## config.mk

```make
export PLATFORM = sky130hd
export DESIGN_NAME = spi_fifo_master
export DESIGN_NICKNAME = d
export VERILOG_FILES = /design/src/rtl/sfm_pkg.sv /design/src/rtl/sfm_fifo.sv /design/src/rtl/sfm_shifter.sv /design/src/rtl/spi_fifo_master.sv
export SDC_FILE = /design/constraint.sdc
export NUM_CORES = 1
export LEC_CHECK = 0
export ABC_AREA = 1
export BUFFER_PORTS_ARGS = -buffer_cell sky130_fd_sc_hd__buf_2
export CAP_MARGIN = 10
export CORE_AREA = 3 3 174 176
export DETAILED_ROUTE_END_ITERATION = 12
export DIE_AREA = 0 0 177 179
export MAX_ROUTING_LAYER = met4
export PLACE_DENSITY = 0.71
export SLEW_MARGIN = 20
export SYNTH_ARGS = -nofsm -noshare
export SYNTH_HDL_FRONTEND = slang
export SYNTH_SLANG_ARGS = --single-unit
```

## constraint.sdc

```tcl
create_clock -name clk -period 3.3 [get_ports clk]
set_input_delay 0.66 -clock clk [delete_from_list [all_inputs] [get_ports clk]]
set_output_delay 0.66 -clock clk [all_outputs]
set_load 0.02 [all_outputs]
```

## src/rtl/sfm_pkg.sv

```systemverilog
package sfm_pkg;
  localparam int unsigned ADDR_W = 7;

  localparam logic [ADDR_W-1:0] OFS_CTRL  = 7'h00;
  localparam logic [ADDR_W-1:0] OFS_STAT  = 7'h04;
  localparam logic [ADDR_W-1:0] OFS_TXD   = 7'h08;
  localparam logic [ADDR_W-1:0] OFS_RXD   = 7'h0C;
  localparam logic [ADDR_W-1:0] OFS_SSEL  = 7'h10;
  localparam logic [ADDR_W-1:0] OFS_ISTAT = 7'h20;
  localparam logic [ADDR_W-1:0] OFS_IEN   = 7'h24;
  localparam logic [ADDR_W-1:0] OFS_GIE   = 7'h28;
  localparam logic [ADDR_W-1:0] OFS_SRST  = 7'h40;
  localparam logic [7:0]        SRST_KEY  = 8'h0A;

  // control register, MSB first: bit7 hold ... bit0 enable
  typedef struct packed {
    logic hold;
    logic man_ss;
    logic rx_flush;
    logic tx_flush;
    logic cpha;
    logic cpol;
    logic master;
    logic en;
  } ctrl_t;

  typedef enum logic {SH_IDLE, SH_RUN} sh_state_e;
endpackage

```

## src/rtl/sfm_fifo.sv

```systemverilog
module sfm_fifo #(
  parameter int unsigned W     = 8,
  parameter int unsigned DEPTH = 16
) (
  input  logic         clk,
  input  logic         rst,
  input  logic         clr,
  input  logic         push,
  input  logic [W-1:0] din,
  input  logic         pop,
  output logic [W-1:0] dout,
  output logic         empty,
  output logic         full
);
  localparam int unsigned AW = (DEPTH > 1) ? $clog2(DEPTH) : 1;
  localparam logic [AW:0] DEPTH_C = (AW+1)'(DEPTH);
  localparam logic [AW-1:0] LAST = AW'(DEPTH - 1);

  logic [W-1:0]  mem [DEPTH];
  logic [AW-1:0] wptr, rptr;
  logic [AW:0]   cnt;
  logic          do_push, do_pop;

  assign empty   = (cnt == '0);
  assign full    = (cnt == DEPTH_C);
  assign do_push = push && !full;
  assign do_pop  = pop && !empty;
  assign dout    = mem[rptr];

  // storage without reset so it maps onto RAM
  always_ff @(posedge clk) begin
    if (do_push) mem[wptr] <= din;
  end

  always_ff @(posedge clk) begin
    if (rst || clr) begin
      wptr <= '0;
      rptr <= '0;
      cnt  <= '0;
    end else begin
      if (do_push) wptr <= (wptr == LAST) ? '0 : wptr + 1'b1;
      if (do_pop)  rptr <= (rptr == LAST) ? '0 : rptr + 1'b1;
      case ({do_push, do_pop})
        2'b10:   cnt <= cnt + 1'b1;
        2'b01:   cnt <= cnt - 1'b1;
        default: cnt <= cnt;
      endcase
    end
  end

  a_r4_count_bounded: assert property (@(posedge clk) disable iff (rst)
    cnt <= DEPTH_C);
  a_r5_full_holds: assert property (@(posedge clk) disable iff (rst)
    (full && push && !pop && !clr) |=> full);
  a_r8_clear_empties: assert property (@(posedge clk) disable iff (rst)
    clr |=> empty);
endmodule

```

## src/rtl/sfm_shifter.sv

```systemverilog
module sfm_shifter import sfm_pkg::*; #(
  parameter int unsigned W        = 8,
  parameter int unsigned HALF_DIV = 2
) (
  input  logic         clk,
  input  logic         rst,
  input  logic         start,
  input  logic [W-1:0] din,
  input  logic         cpol,
  input  logic         cpha,
  input  logic         miso,
  output logic         busy,
  output logic         done,
  output logic [W-1:0] rx_byte,
  output logic         sclk,
  output logic         mosi
);
  localparam int unsigned DW = (HALF_DIV > 1) ? $clog2(HALF_DIV) : 1;
  localparam int unsigned EW = $clog2(2 * W);
  localparam logic [DW-1:0] DIV_LAST  = DW'(HALF_DIV - 1);
  localparam logic [EW-1:0] EDGE_LAST = EW'(2 * W - 1);

  sh_state_e     state;
  logic [DW-1:0] div;
  logic [EW-1:0] ecnt;
  logic [W-1:0]  tx_sh, rx_sh;
  logic          cpha_l, lead;

  assign busy = (state == SH_RUN);
  assign lead = ~ecnt[0];

  always_ff @(posedge clk) begin
    if (rst) begin
      state   <= SH_IDLE;
      div     <= '0;
      ecnt    <= '0;
      tx_sh   <= '0;
      rx_sh   <= '0;
      rx_byte <= '0;
      cpha_l  <= 1'b0;
      sclk    <= 1'b0;
      mosi    <= 1'b0;
      done    <= 1'b0;
    end else begin
      done <= 1'b0;
      case (state)
        SH_IDLE: begin
          sclk <= cpol;
          if (start) begin
            state  <= SH_RUN;
            cpha_l <= cpha;
            div    <= '0;
            ecnt   <= '0;
            tx_sh  <= cpha ? din : (din << 1);
            if (!cpha) mosi <= din[W-1];
          end
        end
        default: begin
          if (div == DIV_LAST) begin
            div  <= '0;
            sclk <= ~sclk;
            ecnt <= ecnt + 1'b1;
            if (lead ^ cpha_l) begin
              rx_sh <= {rx_sh[W-2:0], miso};
            end else begin
              mosi  <= tx_sh[W-1];
              tx_sh <= tx_sh << 1;
            end
            if (ecnt == EDGE_LAST) begin
              state   <= SH_IDLE;
              done    <= 1'b1;
              rx_byte <= cpha_l ? {rx_sh[W-2:0], miso} : rx_sh;
            end
          end else begin
            div <= div + 1'b1;
          end
        end
      endcase
    end
  end

  a_r10_idle_level: assert property (@(posedge clk) disable iff (rst)
    (!busy && $past(!busy) && $past(!rst)) |-> (sclk == $past(cpol)));
  a_r2_done_single: assert property (@(posedge clk) disable iff (rst)
    done |=> !done);
endmodule

```

## src/rtl/spi_fifo_master.sv

```systemverilog
module spi_fifo_master import sfm_pkg::*; #(
  parameter int unsigned NUM_SS     = 4,
  parameter int unsigned FIFO_DEPTH = 16,
  parameter int unsigned HALF_DIV   = 2
) (
  input  logic              clk,
  input  logic              rst,
  input  logic              reg_wr,
  input  logic              reg_rd,
  input  logic [6:0]        reg_addr,
  input  logic [31:0]       reg_wdata,
  output logic [31:0]       reg_rdata,
  output logic              sclk,
  output logic              mosi,
  input  logic              miso,
  output logic [NUM_SS-1:0] ss_n,
  output logic              irq
);
  localparam int unsigned WORD = 8;

  logic              srst_q, core_rst;
  ctrl_t             ctrl;
  logic [NUM_SS-1:0] ssel, ss_n_q;
  logic [1:0]        istat, ien, istat_set, istat_clr;
  logic              gie, ovr, irq_q;
  logic              tx_empty, tx_full, rx_empty, rx_full;
  logic              busy, done, start, tx_push, rx_pop;
  logic [WORD-1:0]   tx_head, rx_head, rx_byte;
  logic              unused_wdata;

  assign unused_wdata = ^reg_wdata;
  assign core_rst     = rst | srst_q;

  assign tx_push = reg_wr && (reg_addr == OFS_TXD);
  assign rx_pop  = reg_rd && (reg_addr == OFS_RXD) && !rx_empty;
  assign start   = ctrl.en && ctrl.master && !ctrl.hold && !ctrl.tx_flush
                   && !tx_empty && !busy;

  assign istat_set = {done && rx_full, done && tx_empty};
  assign istat_clr = (reg_wr && reg_addr == OFS_ISTAT) ? reg_wdata[1:0] : 2'b00;

  sfm_fifo #(.W(WORD), .DEPTH(FIFO_DEPTH)) tx_fifo_i (
    .clk(clk), .rst(core_rst), .clr(ctrl.tx_flush),
    .push(tx_push), .din(reg_wdata[WORD-1:0]), .pop(start),
    .dout(tx_head), .empty(tx_empty), .full(tx_full)
  );

  sfm_fifo #(.W(WORD), .DEPTH(FIFO_DEPTH)) rx_fifo_i (
    .clk(clk), .rst(core_rst), .clr(ctrl.rx_flush),
    .push(done), .din(rx_byte), .pop(rx_pop),
    .dout(rx_head), .empty(rx_empty), .full(rx_full)
  );

  sfm_shifter #(.W(WORD), .HALF_DIV(HALF_DIV)) shifter_i (
    .clk(clk), .rst(core_rst), .start(start), .din(tx_head),
    .cpol(ctrl.cpol), .cpha(ctrl.cpha), .miso(miso),
    .busy(busy), .done(done), .rx_byte(rx_byte),
    .sclk(sclk), .mosi(mosi)
  );

  // keyed soft reset, one cycle pulse
  always_ff @(posedge clk) begin
    if (rst) srst_q <= 1'b0;
    else     srst_q <= reg_wr && (reg_addr == OFS_SRST) && (reg_wdata[7:0] == SRST_KEY);
  end

  always_ff @(posedge clk) begin
    if (core_rst) begin
      ctrl <= '0;
      ssel <= '1;
      ien  <= '0;
      gie  <= 1'b0;
    end else begin
      ctrl.tx_flush <= 1'b0;
      ctrl.rx_flush <= 1'b0;
      if (reg_wr && reg_addr == OFS_CTRL) ctrl <= ctrl_t'(reg_wdata[7:0]);
      if (reg_wr && reg_addr == OFS_SSEL) ssel <= reg_wdata[NUM_SS-1:0];
      if (reg_wr && reg_addr == OFS_IEN)  ien  <= reg_wdata[1:0];
      if (reg_wr && reg_addr == OFS_GIE)  gie  <= reg_wdata[0];
    end
  end

  always_ff @(posedge clk) begin
    if (core_rst) begin
      istat  <= '0;
      ovr    <= 1'b0;
      irq_q  <= 1'b0;
      ss_n_q <= '1;
    end else begin
      istat <= (istat & ~istat_clr) | istat_set;
      if (ctrl.rx_flush)  ovr <= 1'b0;
      else if (done && rx_full) ovr <= 1'b1;
      irq_q  <= gie && |(istat & ien);
      ss_n_q <= (ctrl.man_ss || busy || start) ? ssel : '1;
    end
  end

  always_ff @(posedge clk) begin
    if (core_rst) begin
      reg_rdata <= '0;
    end else if (reg_rd) begin
      case (reg_addr)
        OFS_CTRL:  reg_rdata <= 32'(ctrl);
        OFS_STAT:  reg_rdata <= 32'({ovr, tx_full, tx_empty, rx_full, rx_empty});
        OFS_RXD:   reg_rdata <= 32'(rx_head);
        OFS_SSEL:  reg_rdata <= 32'(ssel);
        OFS_ISTAT: reg_rdata <= 32'(istat);
        OFS_IEN:   reg_rdata <= 32'(ien);
        OFS_GIE:   reg_rdata <= 32'(gie);
        default:   reg_rdata <= '0;
      endcase
    end
  end

  assign ss_n = ss_n_q;
  assign irq  = irq_q;

  a_r3_inhibit_holds: assert property (@(posedge clk) disable iff (core_rst)
    (ctrl.hold && !busy) |=> !busy);
  a_r6_select_follows: assert property (@(posedge clk) disable iff (core_rst)
    ($past(busy) && !$past(core_rst)) |-> (ss_n == $past(ssel)));
  a_r7_no_irq_without_status: assert property (@(posedge clk) disable iff (core_rst)
    ($past(istat == 2'b00) && !$past(core_rst)) |-> !irq);
  a_r5_overrun_sticky: assert property (@(posedge clk) disable iff (core_rst)
    (ovr && !ctrl.rx_flush) |=> ovr);
  a_r9_srst_clears: assert property (@(posedge clk) disable iff (rst)
    srst_q |=> (ctrl == '0 && ssel == '1 && istat == '0));
endmodule

```

==> results.yml <==
run_status:
  status: "finished, final reports clean"
drt:
  routed.top_layer: "met4"
  via_per_inst: 5.31
  drc: 0
  m1WireLength_mm: 14.7
  wl_per_cell_um: 16.7
  dr_wl_met3_mm: 1.42
  met2_length_mm: 16.3
  vias: 10600
  first_iter_violations: 929
  drtAntennaViolNets: 0
  dr.pass1.iters: 7
  routed_wl_mm: 33.3
cts:
  numCtsBuffers: 37
  hold_buffers: 0
  cts_resized: 0
  clk_latency_ns: 0.52
  clk_path_buf_depth: 3
  clk_pin_slew_ns: 0.06
  cts_tree: "yes"
  h-tree-depth: 2
  clkSinkCount: 356
  clockRootBuffer: "clkbuf_16"
  post_cts_buffers: 0
layout:
  n_antenna_cell: 0
  seqCellArea_sq_um: 9700
  fillers: 2382
  area_growth_pct: 9.86
  nets: 1651
  final_cell_mix: "nand2_1, edfxtp_1, inv_1"
  final_common_cell: "nand2_1"
  drive_above_1_share: 0.0991
  multi_input_area_sq_um: 4610
floorplan:
  die_w_um: 177
  initial_utilization: 0.540
  die_h_um: 179
  core_area_sq_um: 28800
  die_area_sq_um: 31700
  ioPinCount: 83
  fp-row-count: 62
timing:
  rsz0062_at_grt: "no"
  hold_viol: 0
  timing.fmax_mhz: 414
  worst_pin_slew_ns: 0.865
  skew_ns: 0.0224
  post-route-min-period_ns: 2.42
  fin_setup_tns_ns: 0
  slew_viol_final: 0
  setup_viol: 0
  max_slew_margin: 0.421
  fin_crit_sh: 0.732
run:
  drv_cap: 0
critical_path:
  crit_arrival_ns: 2.81
  endpoint_kind: "flip-flop"
  slowest_stage: "dfxtp_1"
  timing.rr.start: "rx_fifo_i.cnt[0]"
  crit_required_ns: 3.69
  r2r_end: "rx_fifo_i.cnt[4]"
  crit_type: "flip-flop to flip-flop"
  crit_start: "rx_fifo_i.cnt[0]"
  reg2regPathDepth: 14
  worstPathCellList: "nor2_1 > nand2_1 > nor2_1 > inv_1 > nand2_2 > ha_1 > ha_1 > a21o_1 > a21oi_1 > nor2_1 > nor2_1 > nand2_1 > o21ai_0 > a21oi_1"
  critPathMaxFanout: 8
  cpPeakStageDelay_ns: 0.36
  start_kind: "flip-flop"
  cp_common_cell: "nor2_1"
  r2r_slack_ns: 0.88
pwr:
  powerDensity_nw_per_um2: 517
  power_uw: 8830
  ir_drop_mv: 0.618
  p_leak_uw: 0.00662
hold_path:
  hold_path_end: "srst_q"
  hold_start: "rst"
  min_path_type: "primary input to flip-flop"
  whs_path_depth: 4
global_routing:
  grt_max_degree: 65
  gr-total-overflow: 0
  grtUsageTotal: 0.218
  grt_pass1_wl_mm: 53.1
  grt_pass1_vias: 10200
  antenna_found_initial: 0
synthesis:
  synth_cell_type_count: 47
  ys_warn_count: 0
  post_synth.cell_area_avg_sq_um: 9.99
  synth_flop_cell: "edfxtp_1"
  synthCells: 1556
  yosysSeqAreaShare: 0.623
  synth_area_sq_um: 15500
  async_reset_ff_frac: 0
  synth_edf_count: 256
  synth_seq_cells: 356
placement:
  numPortBuffers: 34
  place_hpwl_mm: 21.7
  gp_congestion: 0.925
[flip-flops by register name (all words and copies together) (netlist names), 5 cells and up, named ones only]
signal             count
shifter_i.tx_sh        8
ctrl                   8
rx_fifo_i.cnt          5
shifter_i.rx_sh        8
tx_fifo_i.cnt          5
reg_rdata              8
tx_fifo_i.mem        128
rx_fifo_i.mem        128
shifter_i.rx_byte      8
[cells in the mapped netlist, drive strengths merged, types with 2 or more instances]
cell type / n / area share
mux2i: 3 / 0.0019
a21oi: 92 / 0.030
o211ai: 44 / 0.022
nor2: 126 / 0.033
o21ai: 116 / 0.037
xor2: 8 / 0.0045
nor3: 8 / 0.0050
a211oi: 2 / 0.00097
dfxtp: 100 / 0.13
xnor2: 6 / 0.0039
buf: 68 / 0.031
nand4: 8 / 0.0050
o31ai: 2 / 0.00097
nor3b: 2 / 0.00097
nand3: 160 / 0.052
ha: 18 / 0.014
nand2: 298 / 0.074
clkbuf: 14 / 0.0034
inv: 212 / 0.052
edfxtp: 256 / 0.49
a21o: 3 / 0.0014
[worst max-delay path, delay by kind of cell (launching register included)]
kind                       cells  cell delay [ns]
adders and majority gates      2             0.60
AOI/OAI and AO/OA              4             0.55
and+or+nand+nor                7             0.73
buffers and inverters          1             0.08
DFF                            1             0.36
[stage by stage]
| step | instances | setup slack (ns) | util | instance area (sq um) | hold slack [ns] |
|---|---|---|---|---|---|
| 3_5_place_dp | 1933 | 0.433 | 0.554 | 15900 | 0.444 |
| 2_1_floorplan | 1579 | 0.675 | - | 15600 | 0.409 |
| 3_3_place_gp | 1933 | 0.478 | 0.554 | 15900 | 0.441 |
| 6_report | 1999 | 0.883 | 0.594 | 17100 | 0.445 |
| 5_1_grt | 1999 | 0.621 | 0.594 | 17100 | 0.463 |
| 4_1_cts | 1999 | 0.870 | 0.594 | 17100 | 0.437 |
[area by class of cell]
cell class              instances  share of cell area
multi-input cells             928               0.270
clock buffers                  54              0.0615
inverters                     213              0.0471
repair buffers                 52              0.0201
clock inverters                12             0.00557
flip-flops and latches        356               0.568
well taps                     384              0.0281
[worst max path at each step]
| stage | endpoint | slack (ns) | cells past startpoint |
|---|---|---|---|
| after detailed placement | rx_fifo_i.cnt[4] | 0.43 | 15 |
| after CTS | rx_fifo_i.cnt[4] | 0.87 | 14 |
| after global routing | tx_fifo_i.cnt[4] | 0.62 | 14 |
| after floorplan | rx_fifo_i.cnt[4] | 0.68 | 14 |
| after global placement | rx_fifo_i.cnt[4] | 0.48 | 15 |
| final | rx_fifo_i.cnt[4] | 0.88 | 14 |
[power breakdown]
part           switching [uW]  internal, uW  leakage (uW)
clock                    1640          2290      0.000567
sequential               2.54          4760       0.00311
combinational             114          24.1       0.00294
[cells by family after synthesis]
group / count (synthesis) / synth area share
adders and majority gates: 19 / 0.0158
buffers and inverters: 295 / 0.0857
AOI/OAI and AO/OA: 262 / 0.0938
and+or+nand+nor: 606 / 0.171
muxes: 3 / 0.00193
DFF: 356 / 0.623
xor gates and xnor gates: 14 / 0.00837
other: 1 / 0.000241
[routing by layer]
layer  GRT usage  up-vias
met5           -        -
met4      0.0687        0
li1            -     5258
met1       0.284     5065
met2       0.358      240
met3      0.0273       61
(Power assumes the default switching activity.)
